File: src/rtl/slip_mode_pkg.sv
package slip_mode_pkg;
  // Which benefit metric the controller accumulates per interval.
  typedef enum logic {
    MET_COUNT  = 1'b0,   // flagged-instruction count vs percentage of interval
    MET_CYCLES = 1'b1    // cycles-saved sum vs absolute threshold
  } metric_e;
endpackage

File: src/rtl/slip_interval_cnt.sv
// Tracks position inside the current interval and detects the boundary cycle.
module slip_interval_cnt #(
  parameter int unsigned LEN  = 4096,
  parameter int unsigned RCW  = 3,
  parameter int unsigned POSW = 12
) (
  input  logic            clk,
  input  logic            rst,
  input  logic [RCW-1:0]  retire_cnt,
  output logic            boundary,
  output logic [RCW-1:0]  slots_old,
  output logic [POSW-1:0] pos
);
  localparam int unsigned SW = POSW + 1;

  logic [SW-1:0] sum;

  always_comb begin
    sum       = SW'(pos) + SW'(retire_cnt);
    boundary  = (sum >= SW'(LEN));
    // slots of this group that still belong to the closing interval
    slots_old = boundary ? RCW'(SW'(LEN) - SW'(pos)) : retire_cnt;
  end

  always_ff @(posedge clk) begin
    if (rst)           pos <= '0;
    else if (boundary) pos <= POSW'(sum - SW'(LEN));
    else               pos <= POSW'(sum);
  end
endmodule

File: src/rtl/slip_metric_acc.sv
// Accumulates the per-interval benefit metric; the variant is chosen by METRIC.
module slip_metric_acc
  import slip_mode_pkg::*;
#(
  parameter metric_e     METRIC = MET_COUNT,
  parameter int unsigned RCW    = 3,
  parameter int unsigned CYCW   = 8,
  parameter int unsigned MW     = 13
) (
  input  logic            clk,
  input  logic            rst,
  input  logic            boundary,
  input  logic [RCW-1:0]  retire_cnt,
  input  logic [RCW-1:0]  slots_old,
  input  logic [RCW-1:0]  flag_cnt,
  input  logic [CYCW-1:0] saved_cyc,
  output logic [MW-1:0]   total
);
  logic [MW-1:0] acc_q;

  generate
    if (METRIC == MET_COUNT) begin : g_count
      logic [RCW-1:0] flag_clip;
      logic [RCW-1:0] part_old;
      logic [RCW-1:0] part_new;
      logic           unused_cyc;

      assign unused_cyc = ^saved_cyc;

      always_comb begin
        flag_clip = (flag_cnt > retire_cnt) ? retire_cnt : flag_cnt;
        part_old  = (flag_clip > slots_old) ? slots_old : flag_clip;
        part_new  = flag_clip - part_old;
        total     = acc_q + MW'(part_old);
      end

      always_ff @(posedge clk) begin
        if (rst)           acc_q <= '0;
        else if (boundary) acc_q <= MW'(part_new);
        else               acc_q <= total;
      end
    end else begin : g_cycles
      logic [MW:0] sum_w;
      logic        unused_cnt;

      assign unused_cnt = ^{retire_cnt, slots_old, flag_cnt};

      always_comb begin
        sum_w = {1'b0, acc_q} + (MW+1)'(saved_cyc);
        total = sum_w[MW] ? {MW{1'b1}} : sum_w[MW-1:0];
      end

      always_ff @(posedge clk) begin
        if (rst)           acc_q <= '0;
        else if (boundary) acc_q <= '0;
        else               acc_q <= total;
      end
    end
  endgenerate
endmodule

File: src/rtl/slip_mode_decide.sv
// Threshold test at the boundary, confidence counting and the registered enable.
module slip_mode_decide
  import slip_mode_pkg::*;
#(
  parameter metric_e     METRIC     = MET_COUNT,
  parameter int unsigned LEN        = 4096,
  parameter int unsigned PCT_NUM    = 30,
  parameter int unsigned PCT_DEN    = 100,
  parameter int unsigned CYC_THRESH = 1000,
  parameter int unsigned CONF_N     = 1,
  parameter int unsigned MW         = 13,
  parameter int unsigned CFW        = 1
) (
  input  logic           clk,
  input  logic           rst,
  input  logic           boundary,
  input  logic [MW-1:0]  total,
  output logic           qualify,
  output logic [CFW-1:0] conf,
  output logic           mode_en
);
  localparam logic [63:0] PCT_RHS = 64'(PCT_NUM) * 64'(LEN);

  logic [CFW-1:0] conf_inc;

  generate
    if (METRIC == MET_COUNT) begin : g_pct
      logic [63:0] lhs;
      always_comb begin
        lhs     = 64'(total) * 64'(PCT_DEN);
        qualify = (lhs > PCT_RHS);
      end
    end else begin : g_abs
      always_comb qualify = (64'(total) > 64'(CYC_THRESH));
    end
  endgenerate

  always_comb conf_inc = (conf == CFW'(CONF_N)) ? conf : conf + 1'b1;

  always_ff @(posedge clk) begin
    if (rst) begin
      conf    <= '0;
      mode_en <= 1'b0;
    end else if (boundary) begin
      if (qualify) begin
        conf    <= conf_inc;
        mode_en <= (conf_inc == CFW'(CONF_N));
      end else begin
        conf    <= '0;
        mode_en <= 1'b0;
      end
    end
  end
endmodule

File: src/rtl/slip_mode_ctrl.sv
// Top: interval counter, metric accumulator and decision stage.
module slip_mode_ctrl
  import slip_mode_pkg::*;
#(
  parameter int unsigned INTERVAL_LEN = 4096,
  parameter int unsigned RET_W        = 4,
  parameter int unsigned PCT_NUM      = 30,
  parameter int unsigned PCT_DEN      = 100,
  parameter metric_e     METRIC       = MET_COUNT,
  parameter int unsigned CYC_W        = 8,
  parameter int unsigned CYC_ACC_W    = 20,
  parameter int unsigned CYC_THRESH   = 1000,
  parameter int unsigned CONF_N       = 1
) (
  input  logic                         clk,
  input  logic                         rst,
  input  logic [$clog2(RET_W+1)-1:0]   retire_cnt,
  input  logic [$clog2(RET_W+1)-1:0]   flag_cnt,
  input  logic [CYC_W-1:0]             saved_cyc,
  output logic                         mode_en
);
  localparam int unsigned RCW  = $clog2(RET_W + 1);
  localparam int unsigned POSW = $clog2(INTERVAL_LEN);
  localparam int unsigned CNTW = $clog2(INTERVAL_LEN + 1);
  localparam int unsigned MW   = (METRIC == MET_COUNT) ? CNTW : CYC_ACC_W;
  localparam int unsigned CFW  = $clog2(CONF_N + 1);

  logic            boundary;
  logic [RCW-1:0]  slots_old;
  logic [POSW-1:0] pos;
  logic [MW-1:0]   total;
  logic            qualify;
  logic [CFW-1:0]  conf;

  slip_interval_cnt #(
    .LEN (INTERVAL_LEN),
    .RCW (RCW),
    .POSW(POSW)
  ) u_ivl (
    .clk       (clk),
    .rst       (rst),
    .retire_cnt(retire_cnt),
    .boundary  (boundary),
    .slots_old (slots_old),
    .pos       (pos)
  );

  slip_metric_acc #(
    .METRIC(METRIC),
    .RCW   (RCW),
    .CYCW  (CYC_W),
    .MW    (MW)
  ) u_acc (
    .clk       (clk),
    .rst       (rst),
    .boundary  (boundary),
    .retire_cnt(retire_cnt),
    .slots_old (slots_old),
    .flag_cnt  (flag_cnt),
    .saved_cyc (saved_cyc),
    .total     (total)
  );

  slip_mode_decide #(
    .METRIC    (METRIC),
    .LEN       (INTERVAL_LEN),
    .PCT_NUM   (PCT_NUM),
    .PCT_DEN   (PCT_DEN),
    .CYC_THRESH(CYC_THRESH),
    .CONF_N    (CONF_N),
    .MW        (MW),
    .CFW       (CFW)
  ) u_dec (
    .clk     (clk),
    .rst     (rst),
    .boundary(boundary),
    .total   (total),
    .qualify (qualify),
    .conf    (conf),
    .mode_en (mode_en)
  );
endmodule

File: config.mk
export PLATFORM = sky130hd
export DESIGN_NAME = slip_mode_ctrl
export DESIGN_NICKNAME = d
export VERILOG_FILES = /design/src/rtl/slip_mode_pkg.sv /design/src/rtl/slip_interval_cnt.sv /design/src/rtl/slip_metric_acc.sv /design/src/rtl/slip_mode_decide.sv /design/src/rtl/slip_mode_ctrl.sv
export SDC_FILE = /design/constraint.sdc
export NUM_CORES = 1
export LEC_CHECK = 0
export BUFFER_PORTS_ARGS = -buffer_cell sky130_fd_sc_hd__buf_2
export CAP_MARGIN = 20
export CELL_PAD_IN_SITES_DETAIL_PLACEMENT = 2
export CELL_PAD_IN_SITES_GLOBAL_PLACEMENT = 2
export CORE_ASPECT_RATIO = 2
export CORE_MARGIN = 5
export CORE_UTILIZATION = 41
export DETAILED_ROUTE_END_ITERATION = 8
export GPL_TIMING_DRIVEN = 0
export PLACE_DENSITY_LB_ADDON = 0.1
export SLEW_MARGIN = 20
export SYNTH_ARGS = -nofsm -noshare
export SYNTH_HDL_FRONTEND = slang
export SYNTH_SLANG_ARGS = --single-unit
File: constraint.sdc
create_clock -name clk -period 25.4 [get_ports clk]
set_input_delay 5.08 -clock clk [delete_from_list [all_inputs] [get_ports clk]]
set_output_delay 5.08 -clock clk [all_outputs]
set_load 0.02 [all_outputs]
==> metrics.json <==
{
  "synth_nets": 421,
  "largest_net_degree_at_the_start_of_global_routing": 16,
  "placement_rows": 43,
  "grt_pass1_vias": 2863,
  "design.die.area_um2": 8890,
  "internal_power_uw": 152,
  "max_slew_margin_pct": 45.3,
  "asyncSetResetFlopFracSynth_pct": 0,
  "ctsHtreeMaxLevel": 1,
  "drive_above_1_share_pct": 5.48,
  "core_region_area_um2": 6890,
  "r2r_slack_ns": 17.10,
  "setup_viol_count_final": 0,
  "post-cts-setup-buffer-count": 0,
  "share_seq_of_total_power_pct": 17.1,
  "drt-total-wl_um": 7690,
  "synth-main-ff-cell": "sky130_fd_sc_hd__dfxtp_1",
  "critical_path.endpoint_type": "register",
  "sw_frac_of_total_pct": 46.1,
  "postCtsHoldBufs": 0,
  "vias": 2482,
  "later_pin_clock_latency_in_the_skew_report_ns": 0.27,
  "gp_congestion": 0.769,
  "yosysWarningCount": 0,
  "worst-slew-pin-transition_ns": 0.811,
  "synth-edff-count": 0,
  "dieHeight_um": 128,
  "fin_crit_sh_pct": 50.9,
  "cts-buffers-inserted": 3,
  "syn_area_per_cell_um2": 8.56,
  "tns_ns": 0,
  "start_util_pct": 41.8,
  "worstSetupStartpointType": "input pin",
  "clk_path_buf_depth": 2,
  "worst_setup_hold_path_clk_slew_ns": 0.07,
  "timing.fmax_mhz": 77.3,
  "critPathMostFrequentCell": "sky130_fd_sc_hd__ha_1",
  "global_route.usage.total_pct": 18.4,
  "worst-endpoint-required_ns": 25.55,
  "placed_cells": 433,
  "max_stage_delay_ns": 0.72,
  "layoutNonFillerInstCount": 437,
  "power.combinational.fraction_pct": 66.2,
  "slowest_stage": "sky130_fd_sc_hd__o311ai_0",
  "clkSinkCount": 26,
  "timing.setup.critical_path_class": "input pin to register",
  "cts_root_buffer": "sky130_fd_sc_hd__clkbuf_16",
  "port_buffers": 7,
  "ys_seq_elements": 26,
  "wl_per_cell_um": 17.6,
  "ant_nets": 0,
  "netlist.area_leader.share_pct": 25.2,
  "yosys.cell_types.count": 46,
  "finish.net_count": 433,
  "post_cts.resized_instances": 0,
  "run_status": "complete, no violations",
  "fin_worst_skew_ns": 0.00664,
  "ios": 17,
  "clock_tree_from_tritoncts": "yes",
  "detailedRoute.firstIterationViolations": 48,
  "cp_top_family": "compound AO/OA/AOI/OAI gates",
  "power.static_leakage_uw": 0.00158,
  "avgViaCountPerCell": 5.68,
  "post_synth_main_area_contributors": "sky130_fd_sc_hd__ha_1 (25%), sky130_fd_sc_hd__dfxtp_1 (18%), sky130_fd_sc_hd__fa_1 (7.7%), sky130_fd_sc_hd__inv_1 (5.5%), sky130_fd_sc_hd__xnor2_1 (4.3%)",
  "total_switching_power_uw": 130,
  "post-synth-top-area-cell": "sky130_fd_sc_hd__ha_1",
  "antenna_found_initial": 0,
  "synth_area_um2": 2880,
  "hpwl_um": 6740,
  "clock_period_minus_worst_slack_ns": 12.93,
  "min-delay-path-class": "register to register",
  "hold-worst-slack_ns": 0.520,
  "max_cap_violations": 0,
  "width_of_the_chip_um": 69.2,
  "synth.yosys.seq_area_share_pct": 18.1,
  "power.ir.vdd_worst_mv": 0.0485,
  "powerDensity_nw_per_um2": 90.3,
  "critical_path.n_buffers_inverters": 7,
  "detail_route.drc_violations": 0,
  "global_route_wire_length_before_repair_um": 13100,
  "data_arrival_time_of_the_worst_path_ns": 13.08,
  "layout-area-overhead-vs-synth_pct": 8.79,
  "drt_pre_antenna_iters": 4,
  "rsz_0062_raised_after_global_routing": "no",
  "overflow": 0,
  "finalHoldViolations": 0,
  "top_fanout_value_on_the_critical_path": 10,
  "synthCells": 336,
  "share_clk_of_total_power_pct": 16.7,
  "n_antenna_cell": 0,
  "timing.final.max_slew_violations": 0
}
placed cells by master, fill, tap and decap left out, types with 4 or more instances in the layout:
| cell type | count |
|---|---|
| sky130_fd_sc_hd__a211oi_1 | 4 |
| sky130_fd_sc_hd__a21o_1 | 6 |
| sky130_fd_sc_hd__a21oi_1 | 24 |
| sky130_fd_sc_hd__buf_2 | 10 |
| sky130_fd_sc_hd__dfxtp_1 | 26 |
| sky130_fd_sc_hd__fa_1 | 11 |
| sky130_fd_sc_hd__ha_1 | 58 |
| sky130_fd_sc_hd__inv_1 | 42 |
| sky130_fd_sc_hd__mux2i_1 | 7 |
| sky130_fd_sc_hd__nand2_1 | 13 |
| sky130_fd_sc_hd__nand2b_1 | 4 |
| sky130_fd_sc_hd__nand3_1 | 11 |
| sky130_fd_sc_hd__nor2_1 | 28 |
| sky130_fd_sc_hd__nor2b_1 | 12 |
| sky130_fd_sc_hd__nor3_1 | 4 |
| sky130_fd_sc_hd__o21ai_0 | 12 |
| sky130_fd_sc_hd__or3_1 | 4 |
| sky130_fd_sc_hd__xnor2_1 | 14 |
| sky130_fd_sc_hd__xor2_1 | 11 |
through the flow:
| step | util, % | area [µm²] | total power (µW) | setup WS [ns] |
|---|---|---|---|---|
| after global placement | 43.9 | 3020 | 221 | 12.38 |
| after detailed placement | 43.9 | 3020 | 236 | 12.13 |
| after floorplan | - | 2880 | 185 | 13.76 |
| after CTS | 45.4 | 3130 | 289 | 12.37 |
| final | 45.4 | 3130 | 283 | 12.47 |
| after global routing | 45.4 | 3130 | 316 | 11.93 |
sequential cells by signal, summed over array words and instances (netlist names):
name and cells:
u_dec.conf 1, u_acc.acc_q 13, u_ivl.pos 12
synthesized netlist by cell type, types with 3 or more instances:
master,count
sky130_fd_sc_hd__a211oi_1,4
sky130_fd_sc_hd__a21o_1,6
sky130_fd_sc_hd__a21oi_1,24
sky130_fd_sc_hd__a31oi_1,3
sky130_fd_sc_hd__and3_1,3
sky130_fd_sc_hd__buf_2,3
sky130_fd_sc_hd__clkbuf_1,3
sky130_fd_sc_hd__dfxtp_1,26
sky130_fd_sc_hd__fa_1,11
sky130_fd_sc_hd__ha_1,58
sky130_fd_sc_hd__inv_1,42
sky130_fd_sc_hd__mux2i_1,7
sky130_fd_sc_hd__nand2_1,13
sky130_fd_sc_hd__nand2b_1,4
sky130_fd_sc_hd__nand3_1,11
sky130_fd_sc_hd__nand4_1,3
sky130_fd_sc_hd__nor2_1,28
sky130_fd_sc_hd__nor2b_1,12
sky130_fd_sc_hd__nor3_1,4
sky130_fd_sc_hd__o21ai_0,12
sky130_fd_sc_hd__or3_1,4
sky130_fd_sc_hd__xnor2_1,14
sky130_fd_sc_hd__xor2_1,11
path summary, 6_finish.rpt:
path | startpoint | endpoint | cells after the start
worst max-delay path | retire_cnt[0] | u_dec.conf | 32
worst min-delay path | u_ivl.pos[5] | u_ivl.pos[5] | 2
worst max register to register | u_ivl.pos[0] | u_dec.conf | 31
worst min register to register | u_ivl.pos[5] | u_ivl.pos[5] | 2
logic make-up (layout without fill, tap and decap cells):
logic type | after synthesis | count (layout) | synth area share [%]
and+or+nand+nor | 92 | 92 | 17.0
xor gates and xnor gates | 25 | 25 | 7.61
adders and majority gates | 69 | 69 | 32.9
muxes | 8 | 8 | 2.91
DFF | 26 | 26 | 18.1
AOI/OAI and AO/OA | 68 | 68 | 15.1
buffers and inverters | 48 | 59 | 6.39
tightest hold or removal path, delay by kind of cell (launching register included):
kind,cells,cell delay (ns)
compound gates,2,0.14
flops,1,0.33
final cells by class:
class | count | area, µm²
clock buffer | 3 | 75.1
timing repair buffer | 7 | 35.0
multi-input combinational | 262 | 2170
buffer | 6 | 26.3
tap | 90 | 113
inverter | 42 | 158
clock inverter | 1 | 30.0
fill | 835 | 3760
sequential | 26 | 520
power groups by stage:
stage | clock, µW | sequential, µW | combinational, µW
finish | 47.2 | 48.4 | 187
global route | 50.7 | 49.0 | 216
CTS | 49.2 | 48.5 | 191
detailed placement | 0 | 49.5 | 186
global placement | 0 | 49.1 | 172
floorplan | 0 | 48.5 | 136
routing by layer:
| metal | global-route usage, % | part of all wire, % |
|---|---|---|
| met1 | 14.6 | 32 |
| met2 | 40.7 | 62 |
| met3 | 1.17 | 0.85 |
| met4 | 11.4 | 5.4 |
| met5 | 0 | 0 |
Power figures use the tool's default switching activity.
